==> src/rtl/hs_stretch_pkg.sv <==
package hs_stretch_pkg;
  localparam int MODE_W = 2;
  typedef enum logic [MODE_W-1:0] {
    MODE_AMPL  = 2'b00,
    MODE_BURST = 2'b01,
    MODE_LOWP  = 2'b10,
    MODE_RSVD  = 2'b11
  } ctl_mode_e;
endpackage

==> src/rtl/hs_mode_tracker.sv <==
module hs_mode_tracker
  import hs_stretch_pkg::*;
(
  input  logic              clk_i,
  input  logic              rst_ni,
  input  logic [MODE_W-1:0] mode_i,
  input  logic              consume_i,
  output logic              arm_o
);
  logic [MODE_W-1:0] prev_q;
  logic              armed_q;
  logic              enter_burst;
  logic              in_lowp;

  assign in_lowp     = (mode_i == MODE_LOWP);
  assign enter_burst = (prev_q == MODE_LOWP) && (mode_i == MODE_BURST);
  assign arm_o       = armed_q | enter_burst;

  always_ff @(posedge clk_i or negedge rst_ni) begin
    if (!rst_ni) begin
      prev_q  <= MODE_AMPL;
      armed_q <= 1'b0;
    end else begin
      prev_q <= mode_i;
      if (in_lowp)          armed_q <= 1'b0;
      else if (consume_i)   armed_q <= 1'b0;
      else if (enter_burst) armed_q <= 1'b1;
    end
  end

  p_lowp_disarms_r7: assert property (@(posedge clk_i) disable iff (!rst_ni)
    in_lowp |=> !armed_q);
  p_use_clears_arm_r6: assert property (@(posedge clk_i) disable iff (!rst_ni)
    consume_i |=> !armed_q);
endmodule

==> src/rtl/hs_width_calc.sv <==
module hs_width_calc #(
  parameter int CNT_W   = 12,
  parameter int SCALE_W = 7,
  parameter int SCALE_Q = 90,
  parameter int FRAC_W  = 6
) (
  input  logic [CNT_W-1:0] on_i,
  output logic [CNT_W-1:0] ext_o
);
  localparam int PW = CNT_W + SCALE_W;
  localparam logic [SCALE_W-1:0] SCALE_V = SCALE_W'(SCALE_Q);
  localparam logic [PW:0] SAT = (PW+1)'((1 << CNT_W) - 1);

  logic [PW-1:0] pp [SCALE_W];
  logic [PW-1:0] prod;
  logic [PW:0]   total;

  // shift-add multiply by the constant scale
  for (genvar i = 0; i < SCALE_W; i++) begin : g_pp
    if (SCALE_V[i]) begin : g_on
      assign pp[i] = PW'(on_i) << i;
    end else begin : g_off
      assign pp[i] = '0;
    end
  end

  always_comb begin
    prod = '0;
    for (int i = 0; i < SCALE_W; i++) prod = prod + pp[i];
    total = (PW+1)'(on_i) + (PW+1)'(prod >> FRAC_W);
    ext_o = (total > SAT) ? {CNT_W{1'b1}} : total[CNT_W-1:0];
  end
endmodule

==> src/rtl/hs_pulse_timer.sv <==
module hs_pulse_timer #(
  parameter int CNT_W = 12
) (
  input  logic             clk_i,
  input  logic             rst_ni,
  input  logic             start_i,
  input  logic [CNT_W-1:0] width_i,
  input  logic             abort_i,
  output logic             gate_o
);
  logic             gate_q;
  logic [CNT_W-1:0] rem_q;

  assign gate_o = gate_q;

  always_ff @(posedge clk_i or negedge rst_ni) begin
    if (!rst_ni) begin
      gate_q <= 1'b0;
      rem_q  <= '0;
    end else if (abort_i) begin
      gate_q <= 1'b0;
      rem_q  <= '0;
    end else if (start_i && !gate_q) begin
      gate_q <= 1'b1;
      rem_q  <= width_i - CNT_W'(1);
    end else if (gate_q) begin
      if (rem_q == '0) gate_q <= 1'b0;
      else             rem_q  <= rem_q - CNT_W'(1);
    end
  end

  p_count_down_r8: assert property (@(posedge clk_i) disable iff (!rst_ni)
    (gate_q && rem_q != '0 && !abort_i) |=> (gate_q && rem_q == $past(rem_q) - CNT_W'(1)));
  p_ends_on_zero_r2: assert property (@(posedge clk_i) disable iff (!rst_ni)
    (gate_q && rem_q == '0) |=> !gate_q);
endmodule

==> src/rtl/hs_first_pulse_stretch.sv <==
module hs_first_pulse_stretch
  import hs_stretch_pkg::*;
#(
  parameter int CNT_W   = 12,
  parameter int SCALE_W = 7,
  parameter int SCALE_Q = 90,
  parameter int FRAC_W  = 6
) (
  input  logic              clk_i,
  input  logic              rst_ni,
  input  logic [MODE_W-1:0] mode_i,
  input  logic              pulse_req_i,
  input  logic [CNT_W-1:0]  on_time_i,
  output logic              hs_gate_o,
  output logic              ext_pulse_o
);
  logic             in_lowp;
  logic             start;
  logic             arm;
  logic             use_ext;
  logic [CNT_W-1:0] ext_w;
  logic [CNT_W-1:0] width;
  logic             ext_q;

  assign in_lowp = (mode_i == MODE_LOWP);
  assign start   = pulse_req_i && !hs_gate_o && !in_lowp && (on_time_i != '0);
  assign use_ext = start && arm;
  assign width   = use_ext ? ext_w : on_time_i;

  hs_mode_tracker u_track (
    .clk_i     (clk_i),
    .rst_ni    (rst_ni),
    .mode_i    (mode_i),
    .consume_i (start),
    .arm_o     (arm)
  );

  hs_width_calc #(
    .CNT_W   (CNT_W),
    .SCALE_W (SCALE_W),
    .SCALE_Q (SCALE_Q),
    .FRAC_W  (FRAC_W)
  ) u_calc (
    .on_i  (on_time_i),
    .ext_o (ext_w)
  );

  hs_pulse_timer #(.CNT_W(CNT_W)) u_timer (
    .clk_i   (clk_i),
    .rst_ni  (rst_ni),
    .start_i (start),
    .width_i (width),
    .abort_i (in_lowp),
    .gate_o  (hs_gate_o)
  );

  always_ff @(posedge clk_i or negedge rst_ni) begin
    if (!rst_ni) ext_q <= 1'b0;
    else         ext_q <= use_ext;
  end
  assign ext_pulse_o = ext_q;

  p_lowp_off_r1: assert property (@(posedge clk_i) disable iff (!rst_ni)
    in_lowp |=> !hs_gate_o);
  p_flag_on_rise_r5: assert property (@(posedge clk_i) disable iff (!rst_ni)
    ext_pulse_o |-> (hs_gate_o && !$past(hs_gate_o)));
  p_flag_single_r5: assert property (@(posedge clk_i) disable iff (!rst_ni)
    ext_pulse_o |=> !ext_pulse_o);
  p_ext_not_short_r3: assert property (@(posedge clk_i) disable iff (!rst_ni)
    ext_w >= on_time_i);
  p_busy_hold_r8: assert property (@(posedge clk_i) disable iff (!rst_ni)
    (hs_gate_o && pulse_req_i) |=> !ext_pulse_o);
endmodule

==> config.mk <==
export PLATFORM = sky130hd
export DESIGN_NAME = hs_first_pulse_stretch
export DESIGN_NICKNAME = d
export VERILOG_FILES = /design/src/rtl/hs_stretch_pkg.sv /design/src/rtl/hs_mode_tracker.sv /design/src/rtl/hs_width_calc.sv /design/src/rtl/hs_pulse_timer.sv /design/src/rtl/hs_first_pulse_stretch.sv
export SDC_FILE = /design/constraint.sdc
export NUM_CORES = 1
export LEC_CHECK = 0
export BUFFER_PORTS_ARGS = -buffer_cell sky130_fd_sc_hd__buf_2
export CAP_MARGIN = 5
export CORE_MARGIN = 2
export CORE_UTILIZATION = 40
export CTS_BUF_LIST = sky130_fd_sc_hd__clkbuf_4 sky130_fd_sc_hd__clkbuf_8
export DETAILED_ROUTE_END_ITERATION = 8
export SLEW_MARGIN = 10
export SYNTH_ARGS = -nofsm -noshare
export SYNTH_HDL_FRONTEND = slang
export SYNTH_HIERARCHICAL = 1
export SYNTH_SLANG_ARGS = --single-unit
==> constraint.sdc <==
create_clock -name clk_i -period 5.17 [get_ports clk_i]
set_input_delay 0.2585 -clock clk_i [delete_from_list [all_inputs] [get_ports clk_i]]
set_output_delay 0.2585 -clock clk_i [all_outputs]
set_load 0.02 [all_outputs]
==> flow_metrics.py <==
metrics = {
    "setup_path": {
        "cpMostUsedCell": "buf_4",
        "critical_path_class": "primary input to flip-flop",
        "r2r_cells": 10,
        "endpoint_kind": "flip-flop",
        "r2r_setup_slack_ns": 2.01,
        "r2r-end": "u_timer/rem_q[10]",
        "critical_path.max_stage_delay_ns": 0.59,
        "cp_max_fo": 7,
        "cpMaxStageDelayCell": "fa_1",
        "crit_path_start_kind": "primary input",
        "required_ns": 5.29,
        "worstReg2RegStart": "u_timer/gate_o",
        "critical_path_arrival_ns": 6.04,
    },
    "global_route": {
        "antenna_found_initial": 0,
        "grt_pass1_wl_mm": 14.3,
        "gr-usage-met1_pct": 27.3,
        "grt_overflow": 0,
        "use_met2_pct": 34.9,
        "grtUsageMet3_pct": 1.87,
        "grtUsageTotal_pct": 20.1,
        "grt_max_degree": 18,
        "grt_pass1_vias": 3135,
        "busiest_layer": "met2",
    },
    "timing": {
        "setup_slack_ns": -0.749,
        "hold_violations": 0,
        "hold_slack_ns": 0.158,
        "rsz0062_at_grt": "yes",
        "tightest_slew_ns": 0.951,
        "finalClockSkew_ns": 0.00525,
        "slew_headroom_pct": 36.5,
        "fin_crit_ns": 5.92,
        "timing.fmax_mhz": 169,
        "finalCritPeriodShare_pct": 114,
        "tns_ns": -7.26,
        "setup_viol": 12,
        "finalMaxSlewViolations": 0,
    },
    "yosys": {
        "synth_top_area_share_pct": 14.7,
        "yosys-top-cells-area": "ha_1, dfrtp_1, fa_1",
        "synth_seq_cells": 17,
        "synthTopCellsByCount": "ha_1, nand2_1, nor2_1",
        "yosys_warnings": 6,
        "syn-instance-count": 364,
        "synth_seq_area_share_pct": 13.5,
        "ys_types": 71,
        "ys.flop_type": "dfrtp_1",
        "async_flop_share_pct": 100,
        "synth_area_mm2": 0.00315,
        "synth_edf_count": 0,
        "syn_avg_cell_area_um2": 8.66,
        "yosysTopAreaCell": "ha_1",
        "synth.most_common_cell": "ha_1",
        "syn-num-nets": 429,
    },
    "placement": {
        "dp_hpwl_mm": 6.53,
        "post_dp_cell_area_mm2": 0.00393,
        "io_buffers": 18,
        "dp_cells": 552,
        "gp_congestion": 0.881,
    },
    "status": {
        "violations": "setup timing",
        "status": "finished with violations",
    },
    "routing": {
        "initialDrtViolationCount": 149,
        "routed_wl_mm": 8.55,
        "via_per_inst": 5.48,
        "wl_per_cell_um": 14.8,
        "vias": 3174,
        "drc_errors": 0,
        "dr.pass1.iters": 4,
        "final_antenna_net_count": 0,
    },
    "power_and_ir_drop": {
        "power.density_mw_per_mm2": 553,
        "power_mw": 2.45,
        "p_leak_nw": 2.02,
        "ir_drop_v": 0.000248,
    },
    "cts": {
        "clock_latency_ns": 0.25,
        "clockRootBuffer": "clkbuf_8",
        "h-tree-depth": 1,
        "tritoncts": "yes",
        "cts_buffers": 3,
        "cts_buffer_depth": 2,
        "clock_sinks": 17,
        "path_clk_slew_ns": 0.07,
    },
    "hold_path": {
        "hp-class": "primary input to flip-flop",
        "hp-start": "mode_i[0]",
        "hold_end": "u_track/prev_q[0]",
        "worstHoldPathCells": 1,
    },
    "die": {
        "rows": 32,
        "initial_core_util_pct": 41.0,
        "pin_count": 19,
        "die-area_mm2": 0.00860,
        "dieHeight_um": 92.8,
        "dieWidth_um": 92.8,
        "core_area_mm2": 0.00769,
    },
    "final_layout": {
        "nets": 543,
        "ff_latch_area_um2": 425,
        "drive_above_1_share_pct": 40.5,
        "fillerInstances": 714,
        "num_antenna_cells": 0,
        "final_area_mm2": 0.00442,
        "multi_input_area_mm2": 0.00283,
        "fin_cells": 579,
        "syn2layout_area_growth_pct": 40.4,
    },
    "flow_run": {
        "drv_cap": 0,
    },
}
==> metrics by stage <==
step	util [%]	setup slack, ns
floorplan	-	-0.428
global placement	51.1	-0.891
detailed placement	51.1	-1.06
CTS	54.9	-0.736
global route	57.6	-1.02
finish	57.6	-0.749
==> cells by family after synthesis <==
family | count (synthesis) | synth area share (%)
simple gates | 124 | 21.2
mux | 13 | 4.65
buf+inv | 31 | 5.88
fa+ha+maj | 48 | 21.7
xor+xnor | 33 | 9.17
compound gates | 98 | 23.9
flops | 17 | 13.5
==> how the worst max path moves through the flow <==
stage,start,endpoint,slack (ns),depth (start not counted)
final,on_time_i[3],u_timer/rem_q[10],-0.75,32
after global routing,on_time_i[1],u_timer/rem_q[10],-1.02,33
after CTS,on_time_i[3],u_timer/rem_q[10],-0.74,31
after detailed placement,on_time_i[4],u_timer/rem_q[10],-1.06,31
after global placement,on_time_i[4],u_timer/rem_q[10],-0.89,31
after floorplan,on_time_i[8],u_timer/rem_q[10],-0.43,30
==> timing repair <==
action / CTS / global route
buffers inserted: 13 / 11
gates cloned: 0 / 0
endpoints found under the hold margin: 17 / 0
hold buffers: 1 / 0
pin swaps: 45 / 58
resized for setup: 31 / 26
endpoints found under the setup margin: 12 / 12
==> metal layers <==
| metal | vias to the layer above | part of all wire [%] |
|---|---|---|
| li1 | 1576 | - |
| met1 | 1541 | 47 |
| met2 | 47 | 50 |
| met3 | 10 | 2.8 |
| met4 | 0 | 0.76 |
| met5 | - | 0 |
==> state kept, by name, summed over array words and instances (netlist names) <==
register,count
u_track/armed_q,1
u_timer/gate_o,1
u_track/prev_q,2
ext_pulse_o,1
u_timer/rem_q,12
==> cell usage in the layout, fill, tap and decap left out, types with 8 or more instances in the layout <==
master,Yosys,routed
mux2i_1,11,9
a21oi_1,19,13
nand4_1,14,14
fa_1,11,11
buf_2,4,12
nor2_1,23,20
xor2_1,12,12
nor2b_1,10,10
dfrtp_1,17,17
inv_1,18,18
buf_4,0,101
ha_1,37,31
nand2_1,33,30
xnor2_1,21,19
o21ai_0,12,8
==> cell type report <==
type	count	share of cell area, %
well taps	102	2.88
clock buffers	4	1.10
inverters	19	1.61
repair buffers	121	20.8
flip-flops and latches	17	9.62
multi-input cells	316	64.0
==> report_power, final <==
part | switching, mW | internal (mW)
Sequential | 0.0460 | 0.175
Combinational | 1.03 | 1.09
Clock | 0.0441 | 0.0599
==> worst max-delay path, delay by kind of cell <==
family,cells,cell delay (ns)
and+or+nand+nor,7,0.91
AOI/OAI and AO/OA,11,1.92
adders and majority gates,5,1.56
buffers and inverters,6,0.82
muxes,1,0.23
xor gates and xnor gates,2,0.33
(Power assumes the default switching activity.)
